[src/rtl/fic_pkg.sv]
package fic_pkg;

  // register addresses of the write and read ports
  typedef enum logic {
    ADDR_CTRL = 1'b0,
    ADDR_PEND = 1'b1
  } fic_addr_e;

  // fixed bit positions in the control register; source fields follow
  localparam int GEN_BIT  = 0;
  localparam int FRM_BIT  = 1;
  localparam int SRC_BASE = 2;

endpackage

[src/rtl/fic_rst_sync.sv]
module fic_rst_sync #(
  parameter int STAGES = 2
) (
  input  logic clk,
  input  logic rst_n,
  output logic rst_n_sync
);

  logic [STAGES-1:0] sync_q;
  logic [STAGES-1:0] sync_d;

  always_comb begin
    sync_d = {sync_q[STAGES-2:0], 1'b1};
  end

  always_ff @(posedge clk or negedge rst_n) begin
    if (!rst_n) begin
      sync_q <= '0;
    end else begin
      sync_q <= sync_d;
    end
  end

  assign rst_n_sync = sync_q[STAGES-1];

endmodule

[src/rtl/fic_ctrl_reg.sv]
module fic_ctrl_reg
  import fic_pkg::*;
#(
  parameter int CTRL_W = 8
) (
  input  logic              clk,
  input  logic              rst_n,
  input  logic              wr_en,
  input  logic [CTRL_W-1:0] wr_val,
  output logic [CTRL_W-1:0] ctrl_q
);

  logic [CTRL_W-1:0] ctrl_d;

  // next state: a write that drops the global enable also drops frame enable
  always_comb begin
    ctrl_d = wr_val;
    if (!wr_val[GEN_BIT]) begin
      ctrl_d[FRM_BIT] = 1'b0;
    end
  end

  always_ff @(posedge clk or negedge rst_n) begin
    if (!rst_n) begin
      ctrl_q <= '0;
    end else if (wr_en) begin
      ctrl_q <= ctrl_d;
    end
  end

  // turning the interrupt off leaves frame enable clear
  a_r3_off_clears_frame: assert property (@(posedge clk) disable iff (!rst_n)
    (wr_en && !wr_val[GEN_BIT]) |=> !ctrl_q[FRM_BIT]);

  // the control register only changes on a write
  a_r2_hold_without_write: assert property (@(posedge clk) disable iff (!rst_n)
    !wr_en |=> $stable(ctrl_q));

endmodule

[src/rtl/fic_src_match.sv]
module fic_src_match #(
  parameter int NUM_SRC = 2,
  parameter int NUM_EVT = 4,
  localparam int SEL_W   = $clog2(NUM_EVT),
  localparam int FIELD_W = 1 + SEL_W
) (
  input  logic                       clk,
  input  logic                       rst_n,
  input  logic [NUM_SRC*FIELD_W-1:0] src_cfg,
  input  logic [NUM_EVT-1:0]         tim_evt,
  output logic                       hit
);

  logic [NUM_SRC-1:0] hit_vec;

  // one comparator per source: enable bit, then event code above it
  for (genvar k = 0; k < NUM_SRC; k++) begin : g_src
    logic             src_en;
    logic [SEL_W-1:0] src_code;

    assign src_en   = src_cfg[k*FIELD_W];
    assign src_code = src_cfg[k*FIELD_W+1 +: SEL_W];

    always_comb begin
      hit_vec[k] = 1'b0;
      if (src_en && (int'(src_code) < NUM_EVT)) begin
        hit_vec[k] = tim_evt[src_code];
      end
    end

    // a disabled source contributes nothing
    a_r5_disabled_source_silent: assert property (@(posedge clk) disable iff (!rst_n)
      !src_en |-> !hit_vec[k]);
  end

  assign hit = |hit_vec;

  // no hit without some timing event present
  a_r4_hit_needs_event: assert property (@(posedge clk) disable iff (!rst_n)
    hit |-> (tim_evt != '0));

endmodule

[src/rtl/fic_pending.sv]
module fic_pending (
  input  logic clk,
  input  logic rst_n,
  input  logic set_i,
  input  logic clr_i,
  output logic pend_q
);

  logic pend_d;
  logic pend_ld;

  // set has priority over write-one-to-clear
  always_comb begin
    pend_ld = set_i | clr_i;
    pend_d  = set_i;
  end

  always_ff @(posedge clk or negedge rst_n) begin
    if (!rst_n) begin
      pend_q <= 1'b0;
    end else if (pend_ld) begin
      pend_q <= pend_d;
    end
  end

  // an event always leaves the bit set
  a_r7_set_wins: assert property (@(posedge clk) disable iff (!rst_n)
    set_i |=> pend_q);

  // a clear without an event empties the bit
  a_r6_clear_works: assert property (@(posedge clk) disable iff (!rst_n)
    (clr_i && !set_i) |=> !pend_q);

  // with neither set nor clear the bit holds
  a_r6_hold: assert property (@(posedge clk) disable iff (!rst_n)
    (!clr_i && !set_i) |=> $stable(pend_q));

endmodule

[src/rtl/frame_irq_ctrl.sv]
module frame_irq_ctrl
  import fic_pkg::*;
#(
  parameter int NUM_SRC = 2,
  parameter int NUM_EVT = 4,
  parameter int DATA_W  = 8,
  localparam int SEL_W   = $clog2(NUM_EVT),
  localparam int FIELD_W = 1 + SEL_W,
  localparam int CTRL_W  = SRC_BASE + NUM_SRC*FIELD_W
) (
  input  logic              clk,
  input  logic              rst_n,
  input  logic              reg_we,
  input  logic              reg_waddr,
  input  logic [DATA_W-1:0] reg_wdata,
  input  logic              reg_raddr,
  output logic [DATA_W-1:0] reg_rdata,
  input  logic [NUM_EVT-1:0] tim_evt,
  output logic              irq
);

  logic              rst_n_int;
  logic              ctrl_we;
  logic              pend_clr;
  logic              evt_hit;
  logic              pend_q;
  logic [CTRL_W-1:0] ctrl_q;

  fic_rst_sync #(.STAGES(2)) i_rst_sync (
    .clk        (clk),
    .rst_n      (rst_n),
    .rst_n_sync (rst_n_int)
  );

  assign ctrl_we  = reg_we && (reg_waddr == ADDR_CTRL);
  assign pend_clr = reg_we && (reg_waddr == ADDR_PEND) && reg_wdata[0];

  fic_ctrl_reg #(.CTRL_W(CTRL_W)) i_ctrl (
    .clk    (clk),
    .rst_n  (rst_n_int),
    .wr_en  (ctrl_we),
    .wr_val (reg_wdata[CTRL_W-1:0]),
    .ctrl_q (ctrl_q)
  );

  fic_src_match #(.NUM_SRC(NUM_SRC), .NUM_EVT(NUM_EVT)) i_match (
    .clk     (clk),
    .rst_n   (rst_n_int),
    .src_cfg (ctrl_q[CTRL_W-1:SRC_BASE]),
    .tim_evt (tim_evt),
    .hit     (evt_hit)
  );

  fic_pending i_pend (
    .clk    (clk),
    .rst_n  (rst_n_int),
    .set_i  (evt_hit),
    .clr_i  (pend_clr),
    .pend_q (pend_q)
  );

  // read mux, zero-extended to the data width
  always_comb begin
    reg_rdata = '0;
    if (reg_raddr == ADDR_PEND) begin
      reg_rdata[0] = pend_q;
    end else begin
      reg_rdata[CTRL_W-1:0] = ctrl_q;
    end
  end

  assign irq = pend_q & ctrl_q[GEN_BIT] & ctrl_q[FRM_BIT];

  // a clear with no event drops the request after the edge
  a_r9_irq_drops_on_clear: assert property (@(posedge clk) disable iff (!rst_n_int)
    (pend_clr && !evt_hit) |=> !irq);

  // switching the interrupt off silences irq after the edge
  a_r9_irq_off_after_disable: assert property (@(posedge clk) disable iff (!rst_n_int)
    (ctrl_we && !reg_wdata[GEN_BIT]) |=> !irq);

endmodule

[config.mk]
export PLATFORM = sky130hd
export DESIGN_NAME = frame_irq_ctrl
export DESIGN_NICKNAME = d
export VERILOG_FILES = /design/src/rtl/fic_pkg.sv /design/src/rtl/fic_rst_sync.sv /design/src/rtl/fic_ctrl_reg.sv /design/src/rtl/fic_src_match.sv /design/src/rtl/fic_pending.sv /design/src/rtl/frame_irq_ctrl.sv
export SDC_FILE = /design/constraint.sdc
export NUM_CORES = 1
export LEC_CHECK = 0
export BUFFER_PORTS_ARGS = -buffer_cell sky130_fd_sc_hd__clkbuf_2
export CAP_MARGIN = 10
export CORE_UTILIZATION = 38
export DETAILED_ROUTE_END_ITERATION = 10
export HOLD_SLACK_MARGIN = 0.03
export PLACE_DENSITY = 0.71
export SETUP_SLACK_MARGIN = 0.5
export SLEW_MARGIN = 20
export SYNTH_ARGS = -nofsm -noshare
export SYNTH_HDL_FRONTEND = slang
export SYNTH_SLANG_ARGS = --single-unit
[constraint.sdc]
create_clock -name clk -period 0.8 [get_ports clk]
set_input_delay 0 -clock clk [delete_from_list [all_inputs] [get_ports clk]]
set_output_delay 0 -clock clk [all_outputs]
set_load 0.02 [all_outputs]
# Word-level counts from Yosys, hierarchy flattened
# Cells that the tools add are included.
# Widths: inputs -> output; s select.
# word_totals
reg_bits,11
inputBits,17
output_inout_bits,9
# classes
n_mux,9
n_bitwise,4
magnitude_cmp,2
n_reduce_logical,4
# ops
cell,count
$mux 7,1
$lt 2x3->1 const B,2
$mux 1,6
$bmux 1 s2,2
$logic_and 1x1->1,3
$and 1x1->1,2
$reduce_or 2->1,1
$not 1->1,1
$or 1x1->1,1

# Longest topological paths before layout
# Gate-level depths: netlist of the first run.
# logic_depth
depth_word,5
depth_mapped,4
depth_no_buf,3

# By module
# A second synthesis of the first run with hierarchy kept.
# unflattened
cells_unflattened,39
hier_area_um2,569.3
# by_module_without_submodules
module,area_each_um2,cells_each,seq_area_each_um2,n_inst
fic_ctrl_reg,330.3,19,200.2,1
frame_irq_ctrl,95.1,11,0.0,1
fic_rst_sync,53.8,3,50.0,1
fic_src_match,53.8,3,0.0,1
fic_pending,36.3,3,25.0,1

# Worst setup path before layout of the first run
# OpenSTA, ideal clock, no wires.
# synth_path
path_kind,flip-flop to flip-flop
start,register i_ctrl.ctrl_q[6]
end,register i_pend.pend_q
n_path_buf,0
arrival_ps,979
stages_incl_launch_ff,4
setup_time_ps,136
path_slack_ps,-315
path_cell_list,dfrtp_1 > mux4_2 > nand2_1 > o311ai_1
# synth_via
elab_chain_len,5
# synth_lines
item,line,text
"start, declared",fic_ctrl_reg.sv:10,output logic [CTRL_W-1:0] ctrl_q
"start signal, assigned",fic_ctrl_reg.sv:27,ctrl_q <= ctrl_d;
$bmux 1 s2 *,fic_src_match.sv:27,hit_vec[k] = tim_evt[src_code];
$mux 1 (not written as such) *,fic_src_match.sv:27,
$mux 1 *,fic_src_match.sv:26,if (src_en && (int'(src_code) < NUM_EVT)) begin
$reduce_or 2->1 *,fic_src_match.sv:36,assign hit = |hit_vec;
$or 1x1->1,fic_pending.sv:14,pend_ld = set_i | clr_i;
"end signal, assigned",fic_pending.sv:22,pend_q <= pend_d;
"end, declared",fic_pending.sv:6,output logic pend_q
# Mark *: on every way between the ends. The rest lies on a longest branch, timed or not. The select of a mux whose other input is x is not followed.
# A chain may end at the register's enable or synchronous reset.

# Worst setup path after layout of the first run
# Ends and elaborated chain as after synthesis.

==> metrics.yaml, run 1 <==
status: "complete, but fails checks"
violations: "negative hold slack, negative setup slack"
dieWidth_um: 38.7
grt_pass1_vias: 488
track_usage_pct: 19.7
worst-path-buf-inv: 0
synth-seq-cells: 11
gp_congestion: 0.710
routed_wl_um: 1330
post-route-period-util_pct: 143
p_comb_share_pct: 39.4
rows: 12
synthTopCellsByArea: "dfrtp_1 54%, mux2_2 18%, nor2b_1 7.4%, mux4_2 4.4%, mux2i_1 2.0%"
holdCritPathClass: "in2reg"
dp.cells: 90
fmax_mhz: 874
dieArea_mm2: 0.00149
dp_hpwl_um: 907
via_per_inst: 4.74
grt_max_degree: 9
antenna_cells: 0
intPower_mw: 1.24
power_density_mw_per_mm2: 1710
hold_buffers: 1
path_cells: "mux4_2 -> nand2_1 -> o311ai_1"
port_buffers: 25
syn_area_um2: 510
drc: 0
synth_common_cells: "11 x dfrtp_1, 8 x mux2_2, 6 x nor2b_1"
insertion_delay_ns: 0.26
drt_iter0_drc: 2
cts_tree: "done"
required_ns: 0.94
drv_cap: 0
syn-mean-instance-area_um2: 12.2
nets: 108
syn2layout_area_growth_pct: 98.0
num_vias: 493
htreeDepth: 1
max_stage_delay_ns: 0.50
hold_viol: 7
cts_root_buf: "clkbuf_4"
yosysTopAreaCell: "dfrtp_1"
cts_made_buffers: 3
post-place-ws_ns: -0.359
finalInstanceArea_mm2: 0.00101
antenna_found_initial: 0
end_kind: "register"
synth_top_area_share_pct: 53.9
finClkSkew_ns: 0.00686
hold_ws_ns: -0.0476
ys_warn_count: 0
pin_count: 26
yosysMostFrequentCell: "dfrtp_1"
antenna_left: 0
synth_async_sr_flop_share_pct: 100
clock_sinks: 11
report.final.slew_viol_count: 0
core_area_mm2: 0.00117
final_cell_count_no_fill: 104
rsz0062_at_grt: "yes"
wire_per_inst_um: 12.8
finalSetupViolCount: 16
p_leak_nw: 0.499
start_kind: "register"
ir_drop_v: 0.00109
synth_cell_types: 15
gr-total-overflow: 0
path_class: "reg2reg"
synth_edf_count: 0
synth_seq_area_share_pct: 53.9
path_clk_slew_ns: 0.07
seqPwrFrac_pct: 39.8
cts_buffer_depth: 2
synthCells: 42
critPathSlowestCell: "mux4_2"
postPlaceCellArea_um2: 776
synth_nets: 59
grt_pass1_wl_um: 1950
fin_ws_ns: -0.344
arrival_ns: 1.28
drive_above_1_share_pct: 77.8
path_max_fanout: 2
switching_share_pct: 28.0
synth_ff_type: "dfrtp_1"
clock_power_share_pct: 20.9
initial_core_util_pct: 43.6
post-route-util_pct: 86.3
p_switching_mw: 0.483
crit_family: "multiplexers"
die_y_um: 38.7
period_needed_ns: 1.14
drtPass1Iterations: 2
[cell families after synthesis]
| family | count (synthesis) | synth area share (%) |
|---|---|---|
| compound gates | 4 | 5.39 |
| other cells | 1 | 0.735 |
| flops | 11 | 53.9 |
| mux | 10 | 24.0 |
| buf+inv | 3 | 2.45 |
| simple gates | 13 | 13.5 |
[sequential cells by signal, indices dropped and copies added, names as in the netlist]
register and flops:
i_ctrl.ctrl_q 8, i_pend.pend_q 1, i_rst_sync.sync_q 2
[area by class of cell]
type                       instances  area, um^2
clock buffer                       3        22.5
clock inverter                     1        5.00
fill                              62         160
inverter                           2        7.51
multi-input combinational         28         292
sequential                        11         277
tap                               14        17.5
timing repair buffer              45         390
[tightest hold or removal path: stages]
cell and delay [ns]:
clkbuf_2 0.08, nand2_1 0.05, o21ai_2 0.05
[what timing repair did]
action                     CTS  global route
setup endpoints to repair   23            23
resized for setup           22            19
pin swaps                    1             2
setup buffers                5             4
hold endpoints to repair    10             8
[path summary, 6_finish.rpt]
check                                               start                             end  slack [ns]  cells past startpoint
min in group asynchronous                           rst_n  i_rst_sync.sync_q[0]$_DFF_PN0_        0.05                      2
min reg2reg                i_rst_sync.sync_q[1]$_DFF_PN0_    i_ctrl.ctrl_q[2]$_DFFE_PN0P_        0.08                      0
max in group asynchronous  i_rst_sync.sync_q[1]$_DFF_PN0_    i_ctrl.ctrl_q[4]$_DFFE_PN0P_        0.49                      1
max reg2reg                  i_ctrl.ctrl_q[6]$_DFFE_PN0P_       i_pend.pend_q$_DFFE_PN0P_       -0.34                      3
max                          i_ctrl.ctrl_q[6]$_DFFE_PN0P_       i_pend.pend_q$_DFFE_PN0P_       -0.34                      3
min                                          reg_wdata[2]    i_ctrl.ctrl_q[2]$_DFFE_PN0P_       -0.05                      3
[stage by stage]
stage          total power [mW]  hold WS [ns]  TNS, ns
3_3_place_gp               1.13        -0.214   -0.616
5_1_grt                    1.84       -0.0405    -3.19
4_1_cts                    1.65       -0.0515    -2.56
2_1_floorplan             0.955        -0.296   -0.313
3_5_place_dp               1.15        -0.209   -0.763
6_report                   1.73       -0.0476    -2.53
[per-layer routing]
layer / share of wire (%) / up-vias / global-route usage [%]
met1: 37 / 229 / 21.9
met5: 0 / - / 0
met3: 4.4 / 0 / 4.05
met4: 0 / 0 / 7.76
li1: - / 247 / -
met2: 58 / 17 / 35.8
[placed cells by master (no fill, tap or decap)]
master,count
inv_2,2
nand2_1,2
mux2_2,7
nor2_4,2
nor2b_4,5
clkinv_2,1
and3_4,1
mux2i_1,1
conb_1,1
dlygate4sd3_1,1
buf_6,12
buf_8,6
a32oi_1,1
dfrtp_1,10
o21ai_2,2
mux2_4,1
nand3_1,2
clkbuf_4,3
mux4_2,1
clkbuf_2,16
buf_4,10
o311ai_1,1
dfrtp_2,1
nor2b_1,1
[power by group through the flow]
stage                     Sequential [mW]  Combinational (mW)  Clock [mW]
after floorplan                     0.690               0.265           0
after global placement              0.698               0.433           0
after detailed placement            0.702               0.444           0
after CTS                           0.687               0.587       0.376
after global routing                0.697               0.721       0.420
final                               0.686               0.680       0.361
No activity file was read; power rests on OpenSTA's default activity.
==> inputs of run 2 (changes only) <==
CORE_AREA = 2 2 39 41   (was unset)
CORE_UTILIZATION = unset   (was 38)
CTS_CLUSTER_SIZE = 40   (was unset)
DIE_AREA = 0 0 41 43   (was unset)
PLACE_DENSITY = 0.69   (was 0.71)
clock period = 1.4 ns   (was 0.8 ns; I/O delays follow)
==> run 2 against run 1 <==
Net effect: sequential share of layout area rose by 3.9 points; via count decreased by 0.61%; hold slack gained 0.094 ns; combinational power is 58% lower; final area down 13%; largest cell class unchanged; the flow now finishes without violations; maximum frequency shrank 0.88%.
==> metrics.yaml, run 2 (same netlist as run 1, synthesis figures left out) <==
status: "finished clean"
insertion_delay_ns: 0.27
die_y_um: 43
setup.worst_path.start: "i_ctrl.ctrl_q[6]$_DFFE_PN0P_"
fmax_mhz: 866
top_register: "i_ctrl.ctrl_q"
power_density_mw_per_mm2: 1020
met3_usage_pct: 4.71
path_clk_slew_ns: 0.07
rows: 14
finalSetupViolCount: 0
rsz0062_at_grt: "yes"
fin_setup_tns_ns: 0
core_area_mm2: 0.00138
dieArea_mm2: 0.00176
ff2ff_path_depth: 3
post-place-ws_ns: 0.219
clock_sinks: 11
drive_above_1_share_pct: 56.3
routed_wl_um: 1360
syn2layout_area_growth_pct: 72.3
grt_pass1_wl_um: 1910
num_vias: 490
port_buffers: 25
fin_ws_ns: 0.246
gp_congestion: 0.727
drtPass1Iterations: 4
grt_max_degree: 11
nets: 105
report.final.slew_viol_count: 0
largest_reg_flops: 8
ir_drop_v: 0.000513
final_common_cell: "clkbuf_2"
drc: 0
layout_common_cells: "18 x clkbuf_2, 11 x dfrtp_1, 9 x dlygate4sd3_1, 9 x buf_4, 6 x mux2_2"
reg.largest.list: "i_ctrl.ctrl_q: 8 flops, i_rst_sync.sync_q: 2 flops, i_pend.pend_q: 1 flops"
cts_root_buf: "clkbuf_4"
gr-total-overflow: 0
path_class: "reg2reg"
required_ns: 1.54
timing.rr.end: "i_pend.pend_q$_DFFE_PN0P_"
dp_hpwl_um: 844
drt_iter0_drc: 7
cts_made_buffers: 3
wire_per_inst_um: 13.2
dieWidth_um: 41
finClkSkew_ns: 0.00100
antenna_cells: 0
period_needed_ns: 1.15
r2r_start: "i_ctrl.ctrl_q[6]$_DFFE_PN0P_"
holdCritPathClass: "in2async"
cp-endpoint: "i_pend.pend_q$_DFFE_PN0P_"
initial_core_util_pct: 36.9
antenna_found_initial: 0
ff2ff_setup_slack_ns: 0.25
antenna_left: 0
cts_tree: "done"
via_per_inst: 4.76
drv_cap: 0
grt_pass1_vias: 465
use_met1_pct: 20.8
pin_count: 26
grtUsageMet2_pct: 24.1
htreeDepth: 1
p_leak_nw: 0.438
track_usage_pct: 17.3
cts_buffer_depth: 2
hold_viol: 0
start_kind: "register"
top_usage_layer: "met2"
end_kind: "register"
post-route-period-util_pct: 82.4
arrival_ns: 1.30
path_max_fanout: 2
run 2: final cells by class:
cell class              instances  area (um^2)
clock buffers                   4         26.3
fillers                       117          504
inverters                       2         7.51
multi-input cells              28          248
flip-flops and latches         11          275
well taps                      16         20.0
repair buffers                 42          303
run 2: worst min-delay path by stage:
stage	startpoint	end	slack [ns]	depth (start not counted)
after global placement	rst_n	i_rst_sync.sync_q[0]$_DFF_PN0_	-0.21	1
after detailed placement	rst_n	i_rst_sync.sync_q[0]$_DFF_PN0_	-0.21	1
after CTS	rst_n	i_rst_sync.sync_q[0]$_DFF_PN0_	0.03	2
after floorplan	rst_n	i_rst_sync.sync_q[0]$_DFF_PN0_	-0.30	0
final	rst_n	i_rst_sync.sync_q[1]$_DFF_PN0_	0.05	2
after global routing	rst_n	i_rst_sync.sync_q[0]$_DFF_PN0_	0.04	2
run 2: where the power goes:
part | internal, mW | switching, mW
Clock | 0.110 | 0.104
Combinational | 0.174 | 0.114
Sequential | 0.359 | 0.0367
Total | 0.643 | 0.255
run 2: critical path, cell delays in order, from the launching register on:
cell and delay, ns:
dfrtp_1 0.37, mux4_2 0.50, nand2_1 0.07, o311ai_1 0.09
run 2: what timing repair did:
item | CTS | global route
pin swaps | 2 | 0
endpoints found under the hold margin | 10 | 0
hold buffers | 9 | 0
buffers inserted | 5 | 2
setup endpoints to repair | 10 | 12
gates resized for setup | 3 | 20
run 2: layer usage:
metal / vias up / wire [um]
met5: - / 0
met4: 0 / 44
met3: 5 / 94
met2: 28 / 685
met1: 222 / 534
li1: 235 / -
run 2: per-stage QoR:
stage / util [%] / std cells / cell area (um^2) / power (mW) / hold WS (ns)
2_1_floorplan: - / 42 / 510 / 0.515 / -0.296
3_3_place_gp: 47.6 / 83 / 658 / 0.583 / -0.214
3_5_place_dp: 47.6 / 83 / 658 / 0.589 / -0.212
4_1_cts: 59.3 / 101 / 821 / 0.858 / 0.0349
5_1_grt: 63.6 / 103 / 880 / 0.954 / 0.0353
6_report: 63.6 / 103 / 880 / 0.898 / 0.0460
==> inputs of run 3 (changes only) <==
ABC_AREA = 1   (was unset)
CORE_AREA = unset   (was 2 2 39 41)
CORE_UTILIZATION = 38   (was unset)
DIE_AREA = unset   (was 0 0 41 43)
PLACE_DENSITY = 0.7   (was 0.69)
clock period = 0.9 ns   (was 1.4 ns; I/O delays follow)
==> run 3 against run 2 <==
Net effect: the run now ends with negative hold slack, negative setup slack left; synthesized cell count grew 62%; combinational power grew 130%; setup slack worse by 0.32 ns; global-route usage is 3.3 points higher; clock skew rose by 0.0050 ns; critical path type is now reg2out; critical endpoint is now reg_rdata[0]; largest cell class unchanged; highest routed layer unchanged.
==> metrics.yaml, run 3 <==
status: "complete, but fails checks"
violations: "negative hold slack, negative setup slack"
synthSimpleGateAreaFrac_pct: 29.4
worst-path-buf-inv: 1
routed_wl_um: 1840
cts_buffer_depth: 2
path_clk_slew_ns: 0.08
gr-total-overflow: 0
period_needed_ns: 0.972
fmax_mhz: 1030
max_stage_delay_ns: 0.42
dp_hpwl_um: 881
antenna_left: 0
synth_ff_type: "dfrtp_1"
synthTopCellsByArea: "dfrtp_1 51%, nand2_1 11%, nand3_1 8.3%, o21ai_0 6.5%, inv_1 6.3%"
synth_seq_area_share_pct: 50.9
track_usage_pct: 20.6
dieWidth_um: 39.7
synthMuxAreaShare_pct: 0
synth_async_sr_flop_share_pct: 100
synth_edf_count: 0
dieArea_mm2: 0.00158
synth_compound_area_share_pct: 9.72
grt_pass1_wl_um: 2100
end_kind: "primary output"
synth-xor-area-share_pct: 0
synth_top_area_share_pct: 50.9
num_vias: 643
reg.largest.list: "i_ctrl.ctrl_q: 8 flops, i_rst_sync.sync_q: 2 flops, i_pend.pend_q: 1 flops"
rows: 13
drt_iter0_drc: 11
cts_root_buf: "clkbuf_4"
crit_family: "flip-flops"
port_buffers: 25
report.final.slew_viol_count: 0
finClkSkew_ns: 0.00597
layout_common_cells: "16 x clkbuf_2, 12 x buf_6, 11 x nand2_1"
antenna_cells: 0
drc: 0
initial_core_util_pct: 41.0
path_class: "reg2out"
fin_ws_ns: -0.0720
holdCritPathClass: "in2reg"
ys_warn_count: 0
wire_per_inst_um: 14.5
grt_max_degree: 17
yosysMostFrequentCell: "nand2_1"
finalSetupViolCount: 10
gp_congestion: 0.716
path_cells: "nand2_1 -> o21ai_2 -> buf_6"
nets: 130
largest_reg_flops: 8
arrival_ns: 0.97
cts_tree: "done"
rsz0062_at_grt: "yes"
synth_cell_types: 12
hold_buffers: 1
required_ns: 0.90
die_y_um: 39.7
top_register: "i_ctrl.ctrl_q"
p_leak_nw: 0.513
start_kind: "register"
drv_cap: 0
hold_ws_ns: -0.0610
via_per_inst: 5.06
syn-mean-instance-area_um2: 7.95
p_total_mw: 1.59
synth-seq-cells: 11
hold_viol: 6
clock_sinks: 11
grt_pass1_vias: 492
synthAdderAreaFrac_pct: 0
power_density_mw_per_mm2: 1550
htreeDepth: 1
pin_count: 26
drive_above_1_share_pct: 72.3
insertion_delay_ns: 0.26
final_common_cell: "clkbuf_2"
syn_area_um2: 541
cts_made_buffers: 3
critPathSlowestCell: "dfrtp_1"
core_area_mm2: 0.00132
yosysTopAreaCell: "dfrtp_1"
drtPass1Iterations: 4
post-route-period-util_pct: 108
synth_top_family_by_area: "simple AND/OR/NAND/NOR gates"
synth_common_cells: "16 x nand2_1, 11 x dfrtp_1, 9 x inv_1, 9 x nand3_1, 8 x nor2_1"
path_max_fanout: 3
antenna_found_initial: 0
synth_nets: 85
synthCells: 68
postPlaceCellArea_um2: 698
fin_setup_tns_ns: -0.403
finalInstanceArea_mm2: 0.00103
syn2layout_area_growth_pct: 90.5
ir_drop_v: 0.00133
-- run 3: changes by cell type after synthesis, moves of 2 or more --
cell,before,now
o21ai_2,0,2
nand2_2,0,2
o21ai_0,2,7
nor2b_1,6,0
nand2_1,2,16
nor2_1,2,8
inv_1,2,9
mux2_2,8,0
nand3_1,2,9
-- run 3: what timing repair did --
item / CTS / global route
endpoints found under the setup margin: 28 / 19
pin swaps: 9 / 5
buffers inserted: 12 / 4
gates resized for setup: 32 / 26
hold endpoints to repair: 10 / 8
-- run 3: layout make-up --
| cell class | count | area, um^2 |
|---|---|---|
| clock buffer | 4 | 26.3 |
| fill | 87 | 288 |
| inverter | 9 | 33.8 |
| multi-input combinational | 46 | 322 |
| sequential | 11 | 277 |
| tap | 15 | 18.8 |
| timing repair buffer | 42 | 353 |
-- run 3: final timing paths --
kind	from	endpoint	slack, ns	cells past startpoint
worst max-delay path	i_pend.pend_q$_DFFE_PN0P_	reg_rdata[0]	-0.07	3
worst min-delay path	reg_wdata[2]	i_ctrl.ctrl_q[2]$_DFFE_PN0P_	-0.06	3
worst max register to register	i_ctrl.ctrl_q[6]$_DFFE_PN0P_	i_pend.pend_q$_DFFE_PN0P_	-0.02	5
worst min register to register	i_rst_sync.sync_q[1]$_DFF_PN0_	i_ctrl.ctrl_q[2]$_DFFE_PN0P_	0.11	0
max in group asynchronous	i_rst_sync.sync_q[1]$_DFF_PN0_	i_ctrl.ctrl_q[3]$_DFFE_PN0P_	0.59	0
min in group asynchronous	rst_n	i_rst_sync.sync_q[1]$_DFF_PN0_	0.05	2
-- run 3: where the power goes --
group / switching (mW) / internal [mW] / leakage (nW)
Clock: 0.162 / 0.171 / 0.0150
Combinational: 0.316 / 0.338 / 0.367
Sequential: 0.0531 / 0.553 / 0.131
-- run 3: per-stage QoR --
| step | util (%) | cells | setup slack [ns] | hold WS, ns |
|---|---|---|---|---|
| after floorplan | - | 68 | 0.142 | -0.296 |
| after detailed placement | 53.0 | 106 | 0.0696 | -0.212 |
| after global placement | 53.0 | 106 | 0.0936 | -0.213 |
| after CTS | 70.5 | 123 | -0.0808 | -0.0604 |
| after global routing | 78.2 | 127 | -0.125 | -0.0672 |
| final | 78.2 | 127 | -0.0720 | -0.0610 |
-- run 3: cells by family after synthesis --
| group | after synthesis |
|---|---|
| buffers and inverters | 11 |
| AND/OR/NAND/NOR | 36 |
| other | 1 |
| AO/OA/AOI/OAI | 9 |
| flip-flops | 11 |
-- run 3: layer usage --
| metal | vias up | global-route usage [%] | routed length, um |
|---|---|---|---|
| met5 | - | 0 | 0 |
| met4 | 0 | 7.76 | 57 |
| met3 | 6 | 3.41 | 68 |
| met2 | 24 | 31.6 | 986 |
| met1 | 305 | 28.6 | 731 |
| li1 | 308 | - | - |
-- run 3: tightest hold or removal path, delay by kind of cell --
family	cells	cell delay [ns]
buffers and inverters	1	0.08
AOI/OAI and AO/OA	1	0.04
and+or+nand+nor	1	0.05
